--- src/rtl/ofm_pkg.sv ---
package ofm_pkg;

  localparam int unsigned OFM_COARSE_W = 5;
  localparam int unsigned OFM_FINE_W   = 5;
  localparam int unsigned OFM_PIPE_LAT = 3;
  localparam int unsigned OFM_CAL_DLY  = 7;
  localparam int unsigned OFM_CAL_HOLD = 4;

  // Word with ones on even bit positions, zeros on odd ones.
  function automatic logic [63:0] alt_pattern();
    logic [63:0] r;
    for (int i = 0; i < 64; i++) begin
      r[i] = (i % 2 == 0);
    end
    return r;
  endfunction

endpackage

--- src/rtl/ofm_cal_hold.sv ---
module ofm_cal_hold #(
  parameter int unsigned DLY  = ofm_pkg::OFM_CAL_DLY,
  parameter int unsigned HOLD = ofm_pkg::OFM_CAL_HOLD
) (
  input  logic clk,
  input  logic rst_n,
  input  logic cal_in,
  output logic hold_o
);

  localparam int unsigned MAXC  = DLY + HOLD - 1;
  localparam int unsigned CNT_W = $clog2(MAXC + 1);

  logic             cal_q;
  logic [CNT_W-1:0] cnt_q;
  logic [CNT_W-1:0] cnt_nxt;
  logic             trig;
  logic             cnt_busy;

  always_comb begin
    trig     = cal_q & ~cal_in;
    cnt_busy = (cnt_q != '0);
    hold_o   = cnt_busy && (cnt_q <= CNT_W'(HOLD));
    if (trig) begin
      cnt_nxt = CNT_W'(MAXC);
    end else if (cnt_busy) begin
      cnt_nxt = cnt_q - CNT_W'(1);
    end else begin
      cnt_nxt = cnt_q;
    end
  end

  always_ff @(posedge clk or negedge rst_n) begin
    if (!rst_n) begin
      cal_q <= 1'b0;
      cnt_q <= '0;
    end else begin
      cal_q <= cal_in;
      cnt_q <= cnt_nxt;
    end
  end


  restart_gap_chk: assert property (@(posedge clk) disable iff (!rst_n)
    trig |=> !hold_o);


  hold_span_chk: assert property (@(posedge clk) disable iff (!rst_n)
    $rose(hold_o) |-> (cnt_q == CNT_W'(HOLD)));

endmodule

--- src/rtl/ofm_delay_line.sv ---
module ofm_delay_line #(
  parameter int unsigned W     = ofm_pkg::OFM_COARSE_W + ofm_pkg::OFM_FINE_W,
  parameter int unsigned DEPTH = ofm_pkg::OFM_PIPE_LAT
) (
  input  logic         clk,
  input  logic         rst_n,
  input  logic [W-1:0] din,
  output logic [W-1:0] dout
);

  logic [W-1:0] stage_q [DEPTH];

  for (genvar i = 0; i < DEPTH; i++) begin : g_stage
    logic [W-1:0] stage_nxt;
    if (i == 0) begin : g_head
      always_comb stage_nxt = din;
    end else begin : g_body
      always_comb stage_nxt = stage_q[i-1];
    end
    always_ff @(posedge clk or negedge rst_n) begin
      if (!rst_n) begin
        stage_q[i] <= '0;
      end else begin
        stage_q[i] <= stage_nxt;
      end
    end
  end

  assign dout = stage_q[DEPTH-1];

endmodule

--- src/rtl/ofm_out_reg.sv ---
module ofm_out_reg #(
  parameter int unsigned CW = ofm_pkg::OFM_COARSE_W,
  parameter int unsigned FW = ofm_pkg::OFM_FINE_W
) (
  input  logic          clk,
  input  logic          rst_n,
  input  logic [CW-1:0] coarse_d,
  input  logic [FW-1:0] fine_d,
  input  logic          hold_i,
  output logic [CW-1:0] coarse_q,
  output logic [FW-1:0] fine_q
);

  logic [CW-1:0] coarse_nxt;
  logic [FW-1:0] fine_nxt;
  logic          fine_load;

  always_comb begin
    fine_load  = ~hold_i;
    coarse_nxt = coarse_d;
    fine_nxt   = fine_load ? fine_d : fine_q;
  end

  always_ff @(posedge clk or negedge rst_n) begin
    if (!rst_n) begin
      coarse_q <= '0;
      fine_q   <= '0;
    end else begin
      coarse_q <= coarse_nxt;
      fine_q   <= fine_nxt;
    end
  end


  fine_freeze_chk: assert property (@(posedge clk) disable iff (!rst_n)
    hold_i |=> $stable(fine_q));


  coarse_track_chk: assert property (@(posedge clk) disable iff (!rst_n)
    hold_i |=> (coarse_q == $past(coarse_d)));

endmodule

--- src/rtl/ofm_formatter.sv ---
module ofm_formatter #(
  parameter int unsigned W = ofm_pkg::OFM_COARSE_W + ofm_pkg::OFM_FINE_W
) (
  input  logic         live_en,
  input  logic         lo_inv,
  input  logic         msb_inv,
  input  logic [W-1:0] raw,
  output logic [W-1:0] fmt
);

  localparam logic [63:0]  PAT64 = ofm_pkg::alt_pattern();
  localparam logic [W-2:0] PAT   = PAT64[W-2:0];

  logic [W-2:0] low_src;
  logic         top_src;

  always_comb begin
    low_src = live_en ? raw[W-2:0] : PAT;
    top_src = live_en ? raw[W-1]   : 1'b0;
    fmt     = {top_src ^ msb_inv, low_src ^ {(W-1){lo_inv}}};
  end

endmodule

--- src/rtl/adc_out_formatter.sv ---
module adc_out_formatter #(
  parameter int unsigned COARSE_W = ofm_pkg::OFM_COARSE_W,
  parameter int unsigned FINE_W   = ofm_pkg::OFM_FINE_W,
  parameter int unsigned PIPE_LAT = ofm_pkg::OFM_PIPE_LAT,
  parameter int unsigned CAL_DLY  = ofm_pkg::OFM_CAL_DLY,
  parameter int unsigned CAL_HOLD = ofm_pkg::OFM_CAL_HOLD
) (
  input  logic                         clk,
  input  logic                         rst_n,
  input  logic [COARSE_W-1:0]          coarse_in,
  input  logic [FINE_W-1:0]            fine_in,
  input  logic                         cal_in,
  input  logic                         live_en,
  input  logic                         lo_inv,
  input  logic                         msb_inv,
  input  logic                         oe_n,
  output logic [COARSE_W+FINE_W-1:0]   data_out,
  output logic                         drive_en
);

  localparam int unsigned W = COARSE_W + FINE_W;

  logic          rst_meta;
  logic          rst_sync;
  logic [W-1:0]  pipe_out;
  logic          hold;
  logic [COARSE_W-1:0] coarse_q;
  logic [FINE_W-1:0]   fine_q;

  always_ff @(posedge clk or negedge rst_n) begin
    if (!rst_n) begin
      rst_meta <= 1'b0;
      rst_sync <= 1'b0;
    end else begin
      rst_meta <= 1'b1;
      rst_sync <= rst_meta;
    end
  end

  ofm_delay_line #(.W(W), .DEPTH(PIPE_LAT)) i_delay (
    .clk   (clk),
    .rst_n (rst_sync),
    .din   ({coarse_in, fine_in}),
    .dout  (pipe_out)
  );

  ofm_cal_hold #(.DLY(CAL_DLY), .HOLD(CAL_HOLD)) i_cal_hold (
    .clk    (clk),
    .rst_n  (rst_sync),
    .cal_in (cal_in),
    .hold_o (hold)
  );

  ofm_out_reg #(.CW(COARSE_W), .FW(FINE_W)) i_out_reg (
    .clk      (clk),
    .rst_n    (rst_sync),
    .coarse_d (pipe_out[W-1:FINE_W]),
    .fine_d   (pipe_out[FINE_W-1:0]),
    .hold_i   (hold),
    .coarse_q (coarse_q),
    .fine_q   (fine_q)
  );

  ofm_formatter #(.W(W)) i_fmt (
    .live_en (live_en),
    .lo_inv  (lo_inv),
    .msb_inv (msb_inv),
    .raw     ({coarse_q, fine_q}),
    .fmt     (data_out)
  );

  assign drive_en = ~oe_n;


  pattern_fixed_chk: assert property (@(posedge clk) disable iff (!rst_sync)
    (!live_en && $past(!live_en) && $stable(lo_inv)) |-> $stable(data_out[W-2:0]));

endmodule

--- config.mk ---
export PLATFORM = sky130hd
export DESIGN_NAME = adc_out_formatter
export DESIGN_NICKNAME = d
export VERILOG_FILES = /design/src/rtl/ofm_pkg.sv /design/src/rtl/ofm_cal_hold.sv /design/src/rtl/ofm_delay_line.sv /design/src/rtl/ofm_out_reg.sv /design/src/rtl/ofm_formatter.sv /design/src/rtl/adc_out_formatter.sv
export SDC_FILE = /design/constraint.sdc
export NUM_CORES = 1
export LEC_CHECK = 0
export BUFFER_PORTS_ARGS = -buffer_cell sky130_fd_sc_hd__buf_4
export CAP_MARGIN = 25
export CORE_UTILIZATION = 34
export DETAILED_ROUTE_END_ITERATION = 16
export GPL_TIMING_DRIVEN = 1
export MAX_ROUTING_LAYER = met4
export PLACE_DENSITY_LB_ADDON = 0.3
export RECOVER_POWER = 25
export SLEW_MARGIN = 30
export SYNTH_ARGS = -nofsm -noshare
export SYNTH_HDL_FRONTEND = slang
export SYNTH_SLANG_ARGS = --single-unit
--- constraint.sdc ---
create_clock -name clk -period 1.3 [get_ports clk]
set_input_delay 0.26 -clock clk [delete_from_list [all_inputs] [get_ports clk]]
set_output_delay 0.26 -clock clk [all_outputs]
set_load 0.01 [all_outputs]
==> impl_results.md <==
- Residual DRC: 0
- Fin crit period: 1.35 ns
- Data arrival, critical path: 1.53 ns
- Top FF cell, synth: dfrtp_1
- Vias in the first global route: 771
- Routed Antenna Nets: 0
- # Max-Cap Violations: 0
- Power Total: 3680 uW
- Clk pwr share: 0.246
- Sequential share of power: 0.477
- WP data required: 1.48 ns
- Worst Skew: 0.00633 ns
- Synthesis-to-layout area growth: 32.5%
- Pin count of the biggest net entering global routing: 31
- I/O pins: 28
- Cell variety after synth: 23
- Slew Viols, Final: 0
- Post-synth ARST share: 1.00
- Startpoint Class: flop
- Max clock buf depth: 2
- Gate power share: 0.277
- Unrepaired setup endpoints after global routing: true
- Critical path peak fanout: 5
- CTS root buf: clkbuf_8
- Number of flops mapped to enable cells by yosys: 0
- Initial cell density of the core: 0.354
- Core Region: 4380 um^2
- R2R depth: 5
- Sw Ratio: 0.267
- CP Class: flop to flop
- # setup viols final: 11
- Global route overflow: 0
- Syn Area/Cell: 16.3 um^2
- Critical Path Sink Type: flop
- Post-DR wirelength/cell: 9.58 um
- Synth Register Bits: 47
- Hold WS: 0.0849 ns
- Antenna Cells: 0
- TritonCTS buffer count: 5
- CTS tree: built
- Gpl congestion: 0.633
- Syn Nets: 114
- Power density over the cells: 1790 nW/um^2
- Initial DRC count: 31
- Layout cells sized above 1: 0.426
- Initial antenna violation count: 0
- Clock slew at reported path FFs: 0.08 ns
- HP Class: input port to flop
- Crit share post-route: 1.04
- Most frequent cells in the layout: dfrtp_1 (46), buf_4 (26), xnor2_1 (11), clkbuf_4 (11)
- Setup WS post-layout: -0.0524 ns
- Die area: 4840 um^2
- Fin. Hold Viols: 0
- Post-synthesis sequential area ratio: 0.758
- Worst skew pair latency: 0.30 ns
- Die Wd: 69.6 um
- Fill count: 392
- Cell leakage power: 0.000934 uW
- GRT Resource Usage Total: 0.0913
- Worst vdd ir: 0.712 mV
- Drt total wl: 1.85 mm
- Fmax: 0.739 GHz
- First-pass GRT wire length: 3.23 mm
- Via count: 780
- Initial DRT Pass Iterations: 4
- Cells after Synth: 95
- Status: complete, but fails checks
- Setup TNS: -0.379 ns
- Net switching power: 981 uW
- Synth Warn #: 0
- Sinks on the clock net: 47
- Commonest non-fill, non-tap cell in the layout: dfrtp_1
- Port Buf Inserts: 27
- Dpl ws: -0.0747 ns
- Die Y: 69.6 um
- Vias per cell: 4.04
- Final HPWL DP: 1.23 mm
- Violated checks: negative setup slack
- Int Pwr: 2700 uW
- FP Rows: 24
- Synth Cell Area: 1550 um^2
- Deepest level of the CTS H-tree: 2
- Hold depth: 1
- Nets@finish: 159
-- worst max-delay path, cell delays in order (launching register included) --
cell and delay, ns:
dfrtp_1 0.36, inv_2 0.06, ha_4 0.16, xor2_2 0.15, nor2_4 0.19, mux2_4 0.32
-- cells by family (layout without fill, tap and decap cells) --
family	after synthesis	in the layout	share of synthesized area
multiplexers	6	6	0.0548
buffers and inverters	5	51	0.0129
adder cells (fa/ha/maj)	2	2	0.0161
XOR/XNOR	12	12	0.0677
AND/OR/NAND/NOR	20	20	0.0790
other	1	1	0.00242
flip-flops	47	47	0.758
AO/OA/AOI/OAI	2	2	0.00887
-- power by group through the flow --
| stage | clock network (uW) | registers (uW) | logic (uW) |
|---|---|---|---|
| detailed placement | 0 | 1800 | 841 |
| global placement | 0 | 1790 | 807 |
| CTS | 934 | 1760 | 927 |
| floorplan | 0 | 1780 | 571 |
| finish | 906 | 1750 | 1020 |
| global route | 983 | 1780 | 1120 |
-- layer usage --
| metal | GRT usage | vias to the layer above | wire length (um) | share of wire |
|---|---|---|---|---|
| met5 | - | - | 0 | 0 |
| met4 | 0.0544 | 0 | 45 | 0.024 |
| met3 | 0.0436 | 5 | 148 | 0.080 |
| met2 | 0.139 | 26 | 876 | 0.47 |
| met1 | 0.0959 | 365 | 778 | 0.42 |
| li1 | - | 384 | - | - |
-- final cells by class --
| class | instances | area (um^2) | area share |
|---|---|---|---|
| clock buffers | 6 | 82.6 | 0.0402 |
| clock inverters | 2 | 16.3 | 0.00791 |
| inverters | 3 | 11.3 | 0.00548 |
| multi-input cells | 43 | 392 | 0.191 |
| flip-flops and latches | 47 | 1180 | 0.573 |
| well taps | 52 | 65.1 | 0.0316 |
| repair buffers | 40 | 312 | 0.152 |
-- Yosys cell counts, types with 2 or more instances --
master    n  share of area
nand2_1   5          0.012
ha_1      2          0.016
xnor2_1  11          0.062
dfrtp_1  47           0.76
inv_1     3         0.0073
nor2b_1   6          0.024
mux2_4    5          0.048
-- worst paths after layout --
| kind | from | to | slack, ns |
|---|---|---|---|
| worst max-delay path | i_cal_hold.cnt_q[1]$_DFFE_PN0P_ | i_out_reg.fine_q[2]$_DFFE_PN0N_ | -0.05 |
| worst min-delay path | coarse_in[2] | i_delay.g_stage[1].stage_nxt[7]$_DFF_PN0_ | 0.08 |
| worst max register to register | i_cal_hold.cnt_q[1]$_DFFE_PN0P_ | i_out_reg.fine_q[2]$_DFFE_PN0N_ | -0.05 |
| worst min register to register | rst_sync$_DFF_PN0_ | i_delay.g_stage[2].stage_nxt[7]$_DFF_PN0_ | 0.18 |
| max in group asynchronous | rst_sync$_DFF_PN0_ | i_out_reg.fine_q[2]$_DFFE_PN0N_ | 0.67 |
| min in group asynchronous | rst_sync$_DFF_PN0_ | i_delay.g_stage[2].stage_nxt[7]$_DFF_PN0_ | 0.18 |
-- flip-flops by register name (all words and copies together), names as in the netlist --
signal,flops
i_delay.g_stage.stage_nxt,20
i_delay.dout,10
i_out_reg.coarse_q,5
i_out_reg.fine_q,5
i_cal_hold.cnt_q,4
i_cal_hold.cal_q,1
rst_meta,1
rst_sync,1
-- per-stage QoR --
step / utilization / instance area (um^2) / instances
finish: 0.469 / 2060 / 193
global route: 0.469 / 2060 / 193
CTS: 0.459 / 2010 / 189
detailed placement: 0.428 / 1870 / 176
global placement: 0.428 / 1870 / 176
floorplan: - / 1570 / 95
-- what timing repair did --
item	4_1_cts	5_1_grt
gates cloned	0	0
setup buffers	4	4
gates resized for setup	0	3
hold endpoints to repair	2	0
hold buffers	1	0
pin swaps	7	7
endpoints found under the setup margin	11	16
(Power assumes the default switching activity.)
